<file path="config.mk">
export PLATFORM = sky130hd
export DESIGN_NAME = aux_regs
export DESIGN_NICKNAME = d
export VERILOG_FILES = /design/src/rtl/aux_regs_pkg.sv /design/src/rtl/aux_regs_ctrl.sv /design/src/rtl/aux_regs_data.sv /design/src/rtl/aux_regs.sv
export SDC_FILE = /design/constraint.sdc
export NUM_CORES = 1
export LEC_CHECK = 0
export ABC_AREA = 0
export ABC_CLOCK_PERIOD_IN_PS = 3800
export BUFFER_PORTS_ARGS = -buffer_cell sky130_fd_sc_hd__buf_2
export CORE_MARGIN = 4
export CORE_UTILIZATION = 35
export DETAILED_ROUTE_END_ITERATION = 6
export SETUP_SLACK_MARGIN = 0.5
export SLEW_MARGIN = 30
export SYNTH_ARGS = -nofsm -noshare
export SYNTH_HDL_FRONTEND = slang
export SYNTH_SLANG_ARGS = --single-unit
</file>
<file path="constraint.sdc">
create_clock -name clk -period 3.8 [get_ports clk]
set_input_delay 0.76 -clock clk [delete_from_list [all_inputs] [get_ports clk]]
set_output_delay 0.76 -clock clk [all_outputs]
set_load 0.01 [all_outputs]
</file>
<file path="src/rtl/aux_regs_pkg.sv">
package aux_regs_pkg;
  localparam int WORDS    = 5;
  localparam int BYTES    = WORDS * 4;
  localparam int LEN_W    = $clog2(BYTES + 1);
  localparam int ADDR_W   = $clog2(WORDS + 1);
  localparam int DIV_W    = 11;
  localparam int PRE_W    = 4;
  localparam int TSEL_W   = 2;

  localparam int BIT_BUSY  = 31;
  localparam int BIT_DONE  = 30;
  localparam int BIT_IEN   = 29;
  localparam int BIT_TOUT  = 28;
  localparam int TSEL_LO   = 26;
  localparam int BIT_RXERR = 25;
  localparam int LEN_LO    = 20;
  localparam int PRE_LO    = 16;
  localparam int PRE_RESET = 3;

  typedef struct packed {
    logic              swWe;
    logic [ADDR_W-1:0] swWord;
    logic              rxWe;
  } dpStrobe_t;
endpackage

</file>
<file path="src/rtl/aux_regs_ctrl.sv">
module aux_regs_ctrl
  import aux_regs_pkg::*;
#(
  parameter int CLK_KHZ = 100000
) (
  input  logic              clk,
  input  logic              rstN,
  input  logic              regWe,
  input  logic [ADDR_W-1:0] regAddr,
  input  logic [31:0]       regWdata,
  input  logic              linkAck,
  input  logic              linkTimeout,
  input  logic              linkRxErr,
  input  logic [LEN_W-1:0]  linkRxLen,
  input  logic              linkRxWe,
  input  logic [LEN_W-1:0]  linkRxIdx,
  output dpStrobe_t         strb,
  output logic              busy,
  output logic [31:0]       ctrlWord,
  output logic [DIV_W-1:0]  clkDiv,
  output logic [PRE_W-1:0]  precharge,
  output logic [TSEL_W-1:0] timeoutSel,
  output logic              irq
);
  localparam logic [DIV_W-1:0] DIV_RESET = DIV_W'((CLK_KHZ + 1000) / 2000);

  logic             done, irqEn, toErr, rxErr;
  logic [LEN_W-1:0] msgSize;
  logic             ctrlWr, badLen;

  assign ctrlWr = regWe && (regAddr == '0) && !busy;
  assign badLen = (linkRxLen == '0) || (linkRxLen > LEN_W'(BYTES));

  always_comb begin
    strb.swWe   = regWe && !busy && (regAddr != '0) && (regAddr <= ADDR_W'(WORDS));
    strb.swWord = regAddr - ADDR_W'(1);
    strb.rxWe   = linkRxWe && busy && (linkRxIdx < LEN_W'(BYTES));
  end

  always_ff @(posedge clk) begin
    if (!rstN) begin
      busy       <= 1'b0;
      done       <= 1'b0;
      irqEn      <= 1'b0;
      toErr      <= 1'b0;
      rxErr      <= 1'b0;
      msgSize    <= '0;
      timeoutSel <= '0;
      precharge  <= PRE_W'(PRE_RESET);
      clkDiv     <= DIV_RESET;
    end else if (ctrlWr) begin
      busy       <= regWdata[BIT_BUSY];
      irqEn      <= regWdata[BIT_IEN];
      timeoutSel <= regWdata[TSEL_LO +: TSEL_W];
      msgSize    <= regWdata[LEN_LO +: LEN_W];
      precharge  <= regWdata[PRE_LO +: PRE_W];
      clkDiv     <= regWdata[DIV_W-1:0];
      if (regWdata[BIT_DONE])  done  <= 1'b0;
      if (regWdata[BIT_TOUT])  toErr <= 1'b0;
      if (regWdata[BIT_RXERR]) rxErr <= 1'b0;
    end else if (busy && linkAck) begin
      busy <= 1'b0;
      done <= 1'b1;
      if (linkRxErr) rxErr <= 1'b1;
      if (linkTimeout) begin
        toErr <= 1'b1;
      end else begin
        msgSize <= linkRxLen;
        if (badLen) rxErr <= 1'b1;
      end
    end
  end

  always_comb begin
    ctrlWord = '0;
    ctrlWord[BIT_BUSY]               = busy;
    ctrlWord[BIT_DONE]               = done;
    ctrlWord[BIT_IEN]                = irqEn;
    ctrlWord[BIT_TOUT]               = toErr;
    ctrlWord[TSEL_LO +: TSEL_W]      = timeoutSel;
    ctrlWord[BIT_RXERR]              = rxErr;
    ctrlWord[LEN_LO +: LEN_W]        = msgSize;
    ctrlWord[PRE_LO +: PRE_W]        = precharge;
    ctrlWord[DIV_W-1:0]              = clkDiv;
  end

  assign irq = done && irqEn;

  AST_BUSY_HOLDS: assert property (@(posedge clk) disable iff (!rstN)
    busy && !linkAck |=> busy);
  AST_ACK_FINISHES: assert property (@(posedge clk) disable iff (!rstN)
    busy && linkAck |=> !busy && done);
  AST_BAD_LEN: assert property (@(posedge clk) disable iff (!rstN)
    busy && linkAck && !linkTimeout && badLen |=> rxErr);
  AST_NO_RESTART: assert property (@(posedge clk) disable iff (!rstN)
    busy && !linkAck |=> $stable(msgSize) && $stable(clkDiv) && $stable(irqEn));
endmodule

</file>
<file path="src/rtl/aux_regs_data.sv">
module aux_regs_data
  import aux_regs_pkg::*;
(
  input  logic              clk,
  input  logic              rstN,
  input  dpStrobe_t         strb,
  input  logic [31:0]       regWdata,
  input  logic [ADDR_W-1:0] regAddr,
  input  logic [LEN_W-1:0]  linkRxIdx,
  input  logic [7:0]        linkRxByte,
  input  logic [LEN_W-1:0]  linkTxIdx,
  output logic [31:0]       rdWord,
  output logic [7:0]        txByte
);
  logic [WORDS-1:0][31:0] words;

  for (genvar w = 0; w < WORDS; w++) begin : g_word
    for (genvar b = 0; b < 4; b++) begin : g_lane
      always_ff @(posedge clk) begin
        if (!rstN) begin
          words[w][31-8*b -: 8] <= '0;
        end else if (strb.swWe && strb.swWord == ADDR_W'(w)) begin
          words[w][31-8*b -: 8] <= regWdata[31-8*b -: 8];
        end else if (strb.rxWe && linkRxIdx == LEN_W'(4*w+b)) begin
          words[w][31-8*b -: 8] <= linkRxByte;
        end
      end
    end
  end

  always_comb begin
    rdWord = '0;
    for (int w = 0; w < WORDS; w++)
      if (regAddr == ADDR_W'(w + 1)) rdWord = words[w];
    txByte = '0;
    for (int k = 0; k < BYTES; k++)
      if (linkTxIdx == LEN_W'(k)) txByte = words[k/4][31-8*(k%4) -: 8];
  end

  AST_HOLD_WHEN_IDLE: assert property (@(posedge clk) disable iff (!rstN)
    !strb.swWe && !strb.rxWe |=> $stable(words));
endmodule

</file>
<file path="src/rtl/aux_regs.sv">
module aux_regs
  import aux_regs_pkg::*;
#(
  parameter int CLK_KHZ = 100000
) (
  input  logic              clk,
  input  logic              rstN,
  input  logic              regWe,
  input  logic [2:0]        regAddr,
  input  logic [31:0]       regWdata,
  output logic [31:0]       regRdata,
  output logic              linkReq,
  output logic [4:0]        linkTxLen,
  input  logic [4:0]        linkTxIdx,
  output logic [7:0]        linkTxByte,
  input  logic              linkRxWe,
  input  logic [4:0]        linkRxIdx,
  input  logic [7:0]        linkRxByte,
  input  logic              linkAck,
  input  logic              linkTimeout,
  input  logic              linkRxErr,
  input  logic [4:0]        linkRxLen,
  output logic [10:0]       cfgClkDiv,
  output logic [3:0]        cfgPrecharge,
  output logic [1:0]        cfgTimeoutSel,
  output logic              irq
);
  dpStrobe_t   strb;
  logic        busy;
  logic [31:0] ctrlWord, dataWord;

  aux_regs_ctrl #(.CLK_KHZ(CLK_KHZ)) u_ctrl (
    .clk, .rstN, .regWe, .regAddr, .regWdata,
    .linkAck, .linkTimeout, .linkRxErr, .linkRxLen, .linkRxWe, .linkRxIdx,
    .strb, .busy, .ctrlWord,
    .clkDiv(cfgClkDiv), .precharge(cfgPrecharge), .timeoutSel(cfgTimeoutSel), .irq
  );

  aux_regs_data u_data (
    .clk, .rstN, .strb, .regWdata, .regAddr, .linkRxIdx, .linkRxByte, .linkTxIdx,
    .rdWord(dataWord), .txByte(linkTxByte)
  );

  assign regRdata  = (regAddr == '0) ? ctrlWord : dataWord;
  assign linkReq   = busy;
  assign linkTxLen = ctrlWord[LEN_LO +: LEN_W];

  AST_W1C_DONE: assert property (@(posedge clk) disable iff (!rstN)
    regWe && regAddr == '0 && !busy && regWdata[BIT_DONE] |=> !ctrlWord[BIT_DONE] && !irq);
endmodule

</file>
==> After elaboration in Yosys (flattened, before gate mapping) <==
Index checks and enable logic that the tools add are counted.
W data, S select, Z words.
{ "totals": {"reg_bits": 187, "input_bits": 65, "elab_cells": 236} }
{ "op_classes": {"add_sub_neg": 1, "magnitude_cmp": 3, "n_eq_ne": 51, "muxes": 84, "n_reduce_logical": 68} }
{ "op_table": {"columns": ["cell", "count"], "rows": [
  ["$mux W8", 60],
  ["$mux W32", 6],
  ["$eq A5 B4 Y1 const B", 16],
  ["$reduce_bool A2 Y1", 22],
  ["$eq A5 B3 Y1 const B", 8],
  ["$eq A5 B5 Y1 const B", 8],
  ["$logic_and A1 B1 Y1", 34],
  ["$eq A5 B2 Y1 const B", 4],
  ["$logic_not A5 Y1", 3],
  ["$mux W1", 15],
  ["$mux W5", 3],
  ["$eq A3 B2 Y1 const B", 4],
  ["$eq A5 B1 Y1 const B", 2],
  ["$eq A3 B3 Y1 const B", 3],
  ["$eq A3 B1 Y1 const B", 2],
  ["$logic_not A3 Y1", 2],
  ["$ne A2 B2 Y1 const B", 3],
  ["$reduce_and A2 Y1", 3],
  ["$gt A5 B5 Y1 const B", 1],
  ["$lt A5 B5 Y1 const B", 1],
  ["$le A3 B3 Y1 const B", 1],
  ["$reduce_and A3 Y1", 1],
  ["$reduce_bool A3 Y1", 1],
  ["$sub A3 B1 Y3 const B", 1],
  ["other kinds (3)", 3]
]} }

==> Logic depth before layout (Yosys ltp) <==
{ "logic_depth": {"depth_word": 21, "mapped_depth": 11, "depth_no_buf": 7} }

==> By module <==
A second synthesis with hierarchy kept.
{ "unflattened": {"hier_cells": 1505, "hier_area_um2": 12580.8} }
{ "modules_own_cells": {"columns": ["mod", "n_inst", "cells_each", "area_each_um2"], "rows": [
  ["aux_regs_data", 1, 1305, 10769.1],
  ["aux_regs_ctrl", 1, 164, 1401.3],
  ["aux_regs", 1, 36, 410.4]
]} }

==> Least setup slack after synthesis <==
No wires, ideal clock.
{ "synth_path": {"path_kind": "input port to flip-flop", "startpoint": "input port regAddr[0]", "endpoint": "register u_data.words[56] (netlist bit)", "t_arrival_ns": 2.990, "required_time_ns": 3.662, "slack_ns": 0.673, "path_stages": 11, "path_buffers": 6, "path_cell_list": "buf_4 -> buf_2 -> buf_2 -> nor2_1 -> ha_1 -> or4_1 -> buf_2 -> buf_2 -> buf_2 -> nor2_1 -> a211oi_1"} }
{ "synth_via": {"elab_chain_cells": 5, "elab_cells_between_ends": 9} }
{ "synth_rtl": {"columns": ["item", "line_no", "text"], "rows": [
  ["start: declaration", "aux_regs.sv:9", "input logic [2:0] regAddr,"],
  ["parallel branches: the longest is 3 deep, another holds $sub A3 B1 Y3", null, null],
  ["$logic_and A1 B1 Y1 *", "aux_regs_data.sv:22", "end else if (strb.swWe && strb.swWord == ADDR_W'(w)) begin"],
  ["$mux W8 / $reduce_bool A2 Y1 (equally long branches)", null, null],
  ["end signal: indexed assignment", "aux_regs_data.sv:23", "words[w][31-8*b -: 8] <= regWdata[31-8*b -: 8];"],
  ["end signal: indexed assignment", "aux_regs_data.sv:25", "words[w][31-8*b -: 8] <= linkRxByte;"],
  ["end: declaration", "aux_regs_data.sv:15", "logic [WORDS-1:0][31:0] words;"]
]} }
Every way passes the cells marked *.
A chain may end at the register's enable or synchronous reset.

==> Final worst setup path <==
{ "layout_path": {"startpoint": "input port linkTxIdx[1]", "endpoint": "output port linkTxByte[2]"} }
{ "layout_via": {"elab_chain_cells": 21, "elab_cells_between_ends": 40} }
{ "layout_rtl": {"columns": ["item", "line_no", "text"], "rows": [
  ["start: declaration", "aux_regs.sv:14", "input logic [4:0] linkTxIdx,"],
  ["$logic_not A5 Y1", "aux_regs_data.sv:37", "if (linkTxIdx == LEN_W'(k)) txByte = words[k/4][31-8*(k%4) -: 8];"],
  ["$mux W8 (19 in a row)", "aux_regs_data.sv:37", null],
  ["$mux W8 *", "aux_regs_data.sv:37", null],
  ["end: declaration", "aux_regs.sv:15", "output logic [7:0] linkTxByte,"]
]} }
Every way passes the cells marked *; elsewhere a longest branch is shown, timed or not.

==> impl_metrics.json <==
{
  "syn_inst": 1367,
  "status": "finished, final reports clean",
  "setup_viol": 0,
  "rows": 66,
  "yosys.area_share.simple_pct": 18.0,
  "holdWs_ns": 0.469,
  "worst_pin_slew_ns": 0.921,
  "num_antenna_cells": 0,
  "die_x_microns": 190,
  "place_ws_ns": 0.229,
  "cts-root-buf": "clkbuf_16",
  "synth_area_per_cell_sq_um": 8.51,
  "design_area_sq_mm": 0.0135,
  "final_nets": 1514,
  "crit_arrival_ns": 2.54,
  "routedWlPerCell_microns": 30.2,
  "die_h_microns": 190,
  "cts_buffers": 17,
  "num-fill-cells": 3267,
  "netlist_top_cells_area": "dfxtp_1 (32%), mux2i_1 (14%), a211oi_1 (8.2%)",
  "drt_first_iter_violations": 1753,
  "syn_nets": 1433,
  "core_sq_mm": 0.0326,
  "fin_cells": 1903,
  "antenna_found_initial": 2,
  "gp_congestion": 0.974,
  "grt_pass1_wl_mm": 82.1,
  "syn-cell-area_sq_mm": 0.0116,
  "synth_top_family_by_area": "compound AO/OA/AOI/OAI gates",
  "start_util_pct": 35.7,
  "drt-met1-wl_mm": 24.9,
  "p_leak_nw": 5.35,
  "ff_latch_area_sq_mm": 0.00374,
  "worstPathMaxFanout": 16,
  "vias": 12025,
  "vdd_drop_max_uv": 240,
  "yosys.area_share.adder_pct": 0.108,
  "rsz0062_at_grt": "true",
  "grt_pass1_vias": 11117,
  "io_buffers": 128,
  "met2_length_mm": 25.6,
  "path_clk_slew_ns": 0.08,
  "ys_seq_elements": 187,
  "ant_nets": 0,
  "die-area_sq_mm": 0.0362,
  "seq_area_frac_synth_pct": 32.2,
  "fin_util_pct": 41.5,
  "clk_latency_ns": 0.46,
  "slew_violations": 0,
  "crit_type": "in -> out",
  "final_layout_size_suffix_gt1_share_pct": 22.2,
  "cp-end-kind": "output port",
  "yosys.area.top_type": "dfxtp_1",
  "overflow": 0,
  "clock_path_buffers": 2,
  "clock-sinks": 187,
  "grtUsageTotal_pct": 31.0,
  "synth_compound_area_share_pct": 24.2,
  "hold_viol_final": 0,
  "synth_edf_count": 0,
  "crit_required_ns": 3.04,
  "routed.top_layer": "met5",
  "ys_types": 79,
  "drt_pass1_iterations": 5,
  "multi_input_area_sq_mm": 0.00728,
  "grt_max_degree": 91,
  "synth-xor-area-share_pct": 0,
  "setup_slack_ns": 0.503,
  "hold_buffers": 0,
  "tns_ns": 0,
  "fin_worst_skew_ns": 0.00569,
  "routed_wl_mm": 57.5,
  "ys.flop_type": "dfxtp_1",
  "placed_area_sq_mm": 0.0127,
  "drc_errors": 0,
  "hold_path.class": "reg -> reg",
  "fin_crit_ns": 3.30,
  "ios": 129,
  "synth_async_sr_flop_share_pct": 0,
  "yosysWarningCount": 0,
  "viasPerCell": 6.32,
  "slew_headroom_pct": 38.2,
  "cts_tree": "built",
  "cp-start-kind": "input pin",
  "p_per_area_mw_per_mm2": 344,
  "dp.cells": 1860,
  "area_growth_pct": 16.5,
  "dp_hpwl_mm": 43.0,
  "power_mw": 4.66,
  "netlist.area_leader.share_pct": 32.2,
  "dr_wl_met3_mm": 5.22,
  "cts_max_level": 4,
  "max_freq_mhz": 303,
  "muxShareOfSynthArea_pct": 19.4,
  "max_cap_violations": 0,
  "fin_crit_sh_pct": 86.8
}
worst max-delay path: stages:
cell	delay, ns
buf_6	0.19
buf_12	0.17
mux2_2	0.36
a32o_1	0.28
a211oi_2	0.21
nor4_1	0.08
a211o_1	0.32
buf_2	0.16
cell usage in the layout (no fill, tap or decap), types with 5 or more instances in the layout:
cell,Yosys,routed
a211oi_1,127,126
a211oi_2,9,10
a21oi_1,74,74
a221oi_1,8,8
a22oi_1,50,49
a311oi_1,9,9
a31oi_1,7,6
and2_1,6,6
and3_1,6,6
buf_12,0,9
buf_2,45,123
buf_4,13,54
buf_6,4,5
clkbuf_16,0,17
clkinv_4,0,6
dfxtp_1,187,187
inv_1,21,20
mux2_2,22,22
mux2i_1,165,164
mux4_2,16,16
nand2_1,119,119
nand2b_1,16,16
nand3_1,12,10
nor2_1,190,187
nor2b_1,16,14
nor3_1,14,13
nor3b_1,6,6
o211ai_1,6,6
o21ai_0,20,20
o221ai_1,25,25
o22ai_1,18,18
registers in the layout, indices dropped and copies added (netlist names):
| register | count |
|---|---|
| u_ctrl.toErr | 1 |
| u_ctrl.rxErr | 1 |
| u_ctrl.msgSize | 5 |
| u_ctrl.done | 1 |
| u_data.words | 160 |
| u_ctrl.precharge | 4 |
| u_ctrl.busy | 1 |
| u_ctrl.irqEn | 1 |
| u_ctrl.clkDiv | 11 |
| u_ctrl.timeoutSel | 2 |
final cells by class:
class / count / area share [%]
Sequential cell: 187 / 27.6
Tap cell: 442 / 4.08
Timing Repair Buffer: 193 / 9.58
Clock buffer: 21 / 3.47
Clock inverter: 11 / 0.840
Inverter: 21 / 0.619
Multi-Input combinational cell: 1028 / 53.8
power breakdown:
group	internal, mW	switching [mW]
clock	0.966	0.854
sequential	2.02	0.0877
combinational	0.252	0.480
total	3.23	1.42
final timing paths:
kind	from	to	slack [ns]	cells after the start
worst max register to register	u_ctrl.busy$_SDFFE_PN0P_	u_data.words[146]$_SDFFE_PN0P_	1.28	5
worst min register to register	u_ctrl.precharge[3]$_SDFFE_PN0P_	u_ctrl.precharge[3]$_SDFFE_PN0P_	0.47	2
worst min-delay path	u_ctrl.precharge[3]$_SDFFE_PN0P_	u_ctrl.precharge[3]$_SDFFE_PN0P_	0.47	2
worst max-delay path	linkTxIdx[1]	linkTxByte[2]	0.50	8
Yosys cell counts (12+ instances only):
cell,number
nand2b_1,16
mux4_2,16
a211oi_1,127
nor3_1,14
buf_4,13
nand3_1,12
buf_2,45
a22oi_1,50
nor2b_1,16
o221ai_1,25
o21ai_0,20
inv_1,21
nor2_1,190
mux2_2,22
dfxtp_1,187
a21oi_1,74
nand2_1,119
clkbuf_1,64
o22ai_1,18
mux2i_1,165
repair_timing:
item,in CTS,in global routing
gates cloned,1,0
pin swaps,1,4
endpoints found under the setup margin,8,14
resized for setup,15,17
setup buffers,5,5
kinds of logic after synthesis:
logic type / after synthesis
muxes: 203
AOI/OAI and AO/OA: 388
and+or+nand+nor: 436
DFF: 187
buffers and inverters: 152
adders and majority gates: 1
per-layer routing:
metal / vias to the layer above / global-route usage, %
li1: 5241 / -
met1: 5932 / 44.4
met2: 731 / 48.0
met3: 117 / 5.38
met4: 4 / 8.90
met5: - / 0
Note: power is estimated with default switching activity, not from simulation.
